$ cat config.mk
export PLATFORM = sky130hd
export DESIGN_NAME = colscan_seq
export DESIGN_NICKNAME = d
export VERILOG_FILES = /design/src/rtl/colscan_pkg.sv /design/src/rtl/cs_start_sel.sv /design/src/rtl/cs_order_shift.sv /design/src/rtl/cs_col_map.sv /design/src/rtl/cs_cascade.sv /design/src/rtl/colscan_seq.sv
export SDC_FILE = /design/constraint.sdc
export NUM_CORES = 1
export LEC_CHECK = 0
export BUFFER_PORTS_ARGS = -buffer_cell sky130_fd_sc_hd__buf_2
export CAP_MARGIN = 20
export CELL_PAD_IN_SITES_DETAIL_PLACEMENT = 0
export CELL_PAD_IN_SITES_GLOBAL_PLACEMENT = 1
export CORE_AREA = 8 8 142 144
export DETAILED_ROUTE_END_ITERATION = 8
export DIE_AREA = 0 0 150 152
export HOLD_SLACK_MARGIN = 0.06
export PLACE_DENSITY = 0.92
export SLEW_MARGIN = 0
export SYNTH_ARGS = -nofsm -noshare
export SYNTH_HDL_FRONTEND = slang
export SYNTH_SLANG_ARGS = --single-unit
$ cat constraint.sdc
create_clock -name clk -period 3.8 [get_ports clk]
set_input_delay 1.14 -clock clk [delete_from_list [all_inputs] [get_ports clk]]
set_output_delay 1.14 -clock clk [all_outputs]
set_load 0.01 [all_outputs]
$ cat src/rtl/colscan_pkg.sv
package colscan_pkg;

  typedef enum logic {
    DIR_LEFTWARD  = 1'b0,
    DIR_RIGHTWARD = 1'b1
  } scan_dir_e;

  typedef enum logic {
    MODE_REDUCED = 1'b0,
    MODE_FULL    = 1'b1
  } width_mode_e;

  // Stage index of the centred bypass band's first stage.
  function automatic int band_first(input int n_stg, input int band_n);
    return (n_stg - band_n) / 2;
  endfunction

endpackage

$ cat src/rtl/cs_start_sel.sv
// Picks the start pin for the current direction and flags its rising edge.
module cs_start_sel
  import colscan_pkg::*;
(
  input  logic clk,
  input  logic dir_fwd,
  input  logic pin_right_in,
  input  logic pin_left_in,
  output logic start_evt
);

  scan_dir_e dir_e;
  logic      sel_pin;
  logic      sel_q;

  assign dir_e   = scan_dir_e'(dir_fwd);
  assign sel_pin = (dir_e == DIR_RIGHTWARD) ? pin_right_in : pin_left_in;

  // Tracks the pin through reset too, so a level held across reset
  // release is not seen as a new edge.
  always_ff @(posedge clk) begin
    sel_q <= sel_pin;
  end

  assign start_evt = sel_pin & ~sel_q;

endmodule

$ cat src/rtl/cs_order_shift.sv
// One-hot token in scan order (position 0 = first group scanned).
module cs_order_shift #(
  parameter int N_STG  = 100,
  parameter int BAND_N = 4
) (
  input  logic             clk,
  input  logic             rst,
  input  logic             start_evt,
  input  logic             full_mode,
  output logic [N_STG-1:0] ord_q
);

  localparam int BAND_LO = colscan_pkg::band_first(N_STG, BAND_N);
  localparam int BAND_HI = BAND_LO + BAND_N - 1;

  logic [N_STG-1:0] ord_nxt;

  for (genvar p = 0; p < N_STG; p++) begin : g_pos
    if (p == 0) begin : g_head
      assign ord_nxt[p] = start_evt;
    end else if (p >= BAND_LO && p <= BAND_HI) begin : g_band
      assign ord_nxt[p] = ~start_evt & full_mode & ord_q[p-1];
    end else if (p == BAND_HI + 1) begin : g_rejoin
      assign ord_nxt[p] = ~start_evt &
                          (full_mode ? ord_q[p-1] : ord_q[BAND_LO-1]);
    end else begin : g_plain
      assign ord_nxt[p] = ~start_evt & ord_q[p-1];
    end
  end

  always_ff @(posedge clk) begin
    if (rst) ord_q <= '0;
    else     ord_q <= ord_nxt;
  end

endmodule

$ cat src/rtl/cs_col_map.sv
// Maps scan-order positions to physical stages, mirrors the bypass band,
// and fans each stage out to its column group.
module cs_col_map
  import colscan_pkg::*;
#(
  parameter int N_STG  = 100,
  parameter int GRP    = 3,
  parameter int BAND_N = 4
) (
  input  logic                 dir_fwd,
  input  logic                 full_mode,
  input  logic [N_STG-1:0]     ord_q,
  output logic [N_STG*GRP-1:0] col_strobe
);

  localparam int BAND_LO = band_first(N_STG, BAND_N);
  localparam int BAND_HI = BAND_LO + BAND_N - 1;

  scan_dir_e        dir_e;
  width_mode_e      mode_e;
  logic [N_STG-1:0] phys;
  logic [N_STG-1:0] stg;

  assign dir_e  = scan_dir_e'(dir_fwd);
  assign mode_e = width_mode_e'(full_mode);

  for (genvar s = 0; s < N_STG; s++) begin : g_stage
    assign phys[s] = (dir_e == DIR_RIGHTWARD) ? ord_q[s] : ord_q[N_STG-1-s];

    if (s >= BAND_LO && s <= BAND_HI) begin : g_band
      assign stg[s] = (mode_e == MODE_FULL)      ? phys[s] :
                      (dir_e == DIR_RIGHTWARD)   ? phys[s+BAND_N] :
                                                   phys[s-BAND_N];
    end else begin : g_norm
      assign stg[s] = phys[s];
    end

    assign col_strobe[s*GRP +: GRP] = {GRP{stg[s]}};
  end

endmodule

$ cat src/rtl/cs_cascade.sv
// Output-enables of the two start pins and the far-end cascade value.
module cs_cascade (
  input  logic clk,
  input  logic rst,
  input  logic dir_fwd,
  input  logic last_hit,
  output logic right_out,
  output logic right_oe,
  output logic left_out,
  output logic left_oe
);

  always_ff @(posedge clk) begin
    if (rst) begin
      left_oe  <= 1'b0;
      right_oe <= 1'b0;
    end else begin
      left_oe  <= dir_fwd;
      right_oe <= ~dir_fwd;
    end
  end

  assign left_out  = left_oe  & last_hit;
  assign right_out = right_oe & last_hit;

endmodule

$ cat src/rtl/colscan_seq.sv
module colscan_seq #(
  parameter int N_STG  = 100,
  parameter int GRP    = 3,
  parameter int BAND_N = 4,
  localparam int N_COL = N_STG * GRP
) (
  input  logic             clk,
  input  logic             rst,
  input  logic             dir_fwd,
  input  logic             full_mode,
  input  logic             sp_right_in,
  output logic             sp_right_out,
  output logic             sp_right_oe,
  input  logic             sp_left_in,
  output logic             sp_left_out,
  output logic             sp_left_oe,
  output logic [N_COL-1:0] col_strobe
);

  logic             start_evt;
  logic [N_STG-1:0] ord_q;

  cs_start_sel u_start (
    .clk          (clk),
    .dir_fwd      (dir_fwd),
    .pin_right_in (sp_right_in),
    .pin_left_in  (sp_left_in),
    .start_evt    (start_evt)
  );

  cs_order_shift #(.N_STG(N_STG), .BAND_N(BAND_N)) u_shift (
    .clk       (clk),
    .rst       (rst),
    .start_evt (start_evt),
    .full_mode (full_mode),
    .ord_q     (ord_q)
  );

  cs_col_map #(.N_STG(N_STG), .GRP(GRP), .BAND_N(BAND_N)) u_map (
    .dir_fwd    (dir_fwd),
    .full_mode  (full_mode),
    .ord_q      (ord_q),
    .col_strobe (col_strobe)
  );

  cs_cascade u_casc (
    .clk       (clk),
    .rst       (rst),
    .dir_fwd   (dir_fwd),
    .last_hit  (ord_q[N_STG-1]),
    .right_out (sp_right_out),
    .right_oe  (sp_right_oe),
    .left_out  (sp_left_out),
    .left_oe   (sp_left_oe)
  );

endmodule

==> results.json <==
{
  "setup.worst_path.class": "in -> out",
  "p_comb_share_pct": 7.8,
  "cp_num_buf_inv": 3,
  "coreArea_um2": 17800,
  "clock_path_buffers": 2,
  "dpl.cell_count": 951,
  "nets": 739,
  "endpoint_kind": "primary output",
  "track_usage_pct": 12.1,
  "p_clk_share_pct": 42.3,
  "fin_crit_sh_pct": 86.7,
  "io-pin-count": 310,
  "avgSynthCellArea_um2": 10.0,
  "ys_seq_area_share_pct": 31.6,
  "wl_per_cell_um": 15.2,
  "cp-start-kind": "input port",
  "fillers": 1829,
  "drt_pass1_iterations": 4,
  "grt_max_degree": 102,
  "start_util_pct": 36.7,
  "die_area_um2": 22800,
  "worst_hold_slack_ns": 0.456,
  "post_cts_resize_count": 0,
  "crit_slowest_cell": "mux2_2",
  "status": "completed",
  "grt_pass1_wl_um": 22600,
  "clkTransAtPathRegs_ns": 0.07,
  "yosysUniqueCellTypes": 19,
  "htree_num_levels": 3,
  "critical_path_arrival_ns": 2.16,
  "ant_nets": 0,
  "cp.required_ns": 2.66,
  "antenna_cells": 0,
  "finalSetupTns_ns": 0,
  "drc_errors": 0,
  "powerDensity_nw_per_um2": 313,
  "grt_overflow": 0,
  "finalClockSkew_ns": 0.00562,
  "place_congestion": 0.736,
  "numCtsBuffers": 9,
  "layout-drive-gt1-share_pct": 70.4,
  "finalSetupViolations": 0,
  "ys_seq_elements": 103,
  "synth_mux_area_share_pct": 18.3,
  "pwr-share-seq_pct": 49.8,
  "crit_family": "buffers and inverters",
  "max_stage_delay_ns": 0.41,
  "drv_cap": 0,
  "grt_setup_unrepaired": "no",
  "synth_top_family_by_area": "buffers and inverters",
  "hp-class": "reg -> reg",
  "finalMaxSlewViolations": 0,
  "period_needed_ns": 3.30,
  "viasPerCell": 4.43,
  "swShare_pct": 24.5,
  "synth_compound_area_share_pct": 12.9,
  "hold_buffers": 0,
  "grt_pass1_vias": 4339,
  "area_growth_pct": 6.58,
  "synth_xor_area_share_pct": 0,
  "ir_worst_vdd_mv": 0.242,
  "root_buffer": "clkbuf_16",
  "grt_antenna_before_repair": 0,
  "leakagePower_uw": 0.00356,
  "maxSlewHeadroom_pct": 28.9,
  "switching_power_uw": 533,
  "synth_area_um2": 6520,
  "cts_tree": "yes",
  "post_cts_buffers": 0,
  "die_y_um": 152,
  "synth-simple-area-share_pct": 9.71,
  "max_freq_ghz": 0.303,
  "ys_warn_count": 0,
  "finalNonFillerCells": 966,
  "rows": 49,
  "vias": 4282,
  "path_max_fanout": 51,
  "cts_sinks": 103,
  "syn_inst": 652,
  "synthAdderAreaFrac_pct": 0,
  "hold_violations": 0,
  "intPower_uw": 1640,
  "tightest_slew_ns": 1.07,
  "drtIter0Drc": 171,
  "drt-total-wl_um": 14700,
  "syn_nets": 658,
  "clk_latency_ns": 0.34,
  "fin_util_pct": 39.1,
  "port_buffers": 309,
  "dp_hpwl_um": 10600,
  "crit_chain": "buf_4, buf_12, mux2_2, buf_2",
  "die_x_um": 150
}
==> state kept, by name (all words and copies together) (netlist names) <==
register,flops
u_casc.right_oe,1
u_shift.ord_q,100
u_start.sel_q,1
u_casc.left_oe,1
==> cell families (layout without fill, tap and decap cells) <==
family	Yosys count	count (layout)
muxes	102	102
DFF	103	103
AOI/OAI and AO/OA	99	99
buffers and inverters	245	330
and+or+nand+nor	103	103
==> per-layer routing <==
| metal | global-route usage (%) | vias to the layer above | wire, um |
|---|---|---|---|
| li1 | - | 2106 | - |
| met1 | 13.5 | 1988 | 6070 |
| met2 | 22.1 | 173 | 7340 |
| met3 | 2.38 | 15 | 1100 |
| met4 | 4.05 | 0 | 202 |
| met5 | 0 | - | 0 |
==> power by group through the flow <==
stage	Sequential [uW]	Clock, uW	Combinational (uW)
floorplan	1110	0	160
detailed placement	1110	0	173
global route	1080	999	185
CTS	1080	956	173
global placement	1110	0	173
finish	1080	921	171
==> cell type report <==
cell class | count | area (um^2) | area share, %
Clock inverter | 5 | 58.8 | 0.846
Timing Repair Buffer | 314 | 1620 | 23.4
Clock buffer | 10 | 229 | 3.29
Tap cell | 229 | 287 | 4.12
Multi-Input combinational cell | 304 | 2680 | 38.6
Sequential cell | 103 | 2060 | 29.7
Inverter | 1 | 6.26 | 0.0900
==> cells in the final DEF (no fill, tap or decap), types with 2 or more instances in the layout <==
cell / n
and2_1: 2
clkbuf_16: 9
mux2_2: 96
a21oi_2: 89
dfxtp_1: 103
a21oi_1: 5
buf_2: 308
nand2_1: 4
buf_12: 3
a211oi_1: 5
buf_4: 3
mux4_2: 4
nand2b_1: 94
clkinvlp_4: 2
==> worst reg2reg max path, stage by stage, from the launching register on <==
cell and delay [ns]:
dfxtp_1 0.33, inv_4 0.55, buf_4 0.54, a21oi_2 0.11
==> per-stage QoR <==
step	area (um^2)	total power [uW]	setup slack, ns
global placement	6660	1280	0.503
detailed placement	6660	1280	0.492
global route	6950	2270	0.448
CTS	6950	2210	0.490
finish	6950	2180	0.504
floorplan	6520	1270	0.587
==> Yosys cell counts <==
cell	count	share of area, %
buf_4	209	24
dfxtp_1	103	32
mux2_2	96	17
nand2b_1	94	9.0
a21oi_2	89	12
clkbuf_1	19	1.1
buf_6	10	1.7
buf_2	6	0.46
a211oi_1	5	0.58
a21oi_1	5	0.38
mux4_2	4	1.4
nand2_1	4	0.23
and2_1	2	0.19
inv_2	1	0.058
mux2_4	1	0.23
mux2i_1	1	0.15
nor2_1	1	0.058
nor2b_1	1	0.096
nor3b_1	1	0.12
==> final timing paths <==
check                          from                end  slack, ns  cells past startpoint
setup reg to reg      u_start.sel_q  u_shift.ord_q[97]       2.13                      3
hold / removal    u_shift.ord_q[88]  u_shift.ord_q[89]       0.46                      2
setup / recovery            dir_fwd      col_strobe[9]       0.50                      4
hold reg to reg   u_shift.ord_q[88]  u_shift.ord_q[89]       0.46                      2
No activity file was read; power rests on OpenSTA's default activity.
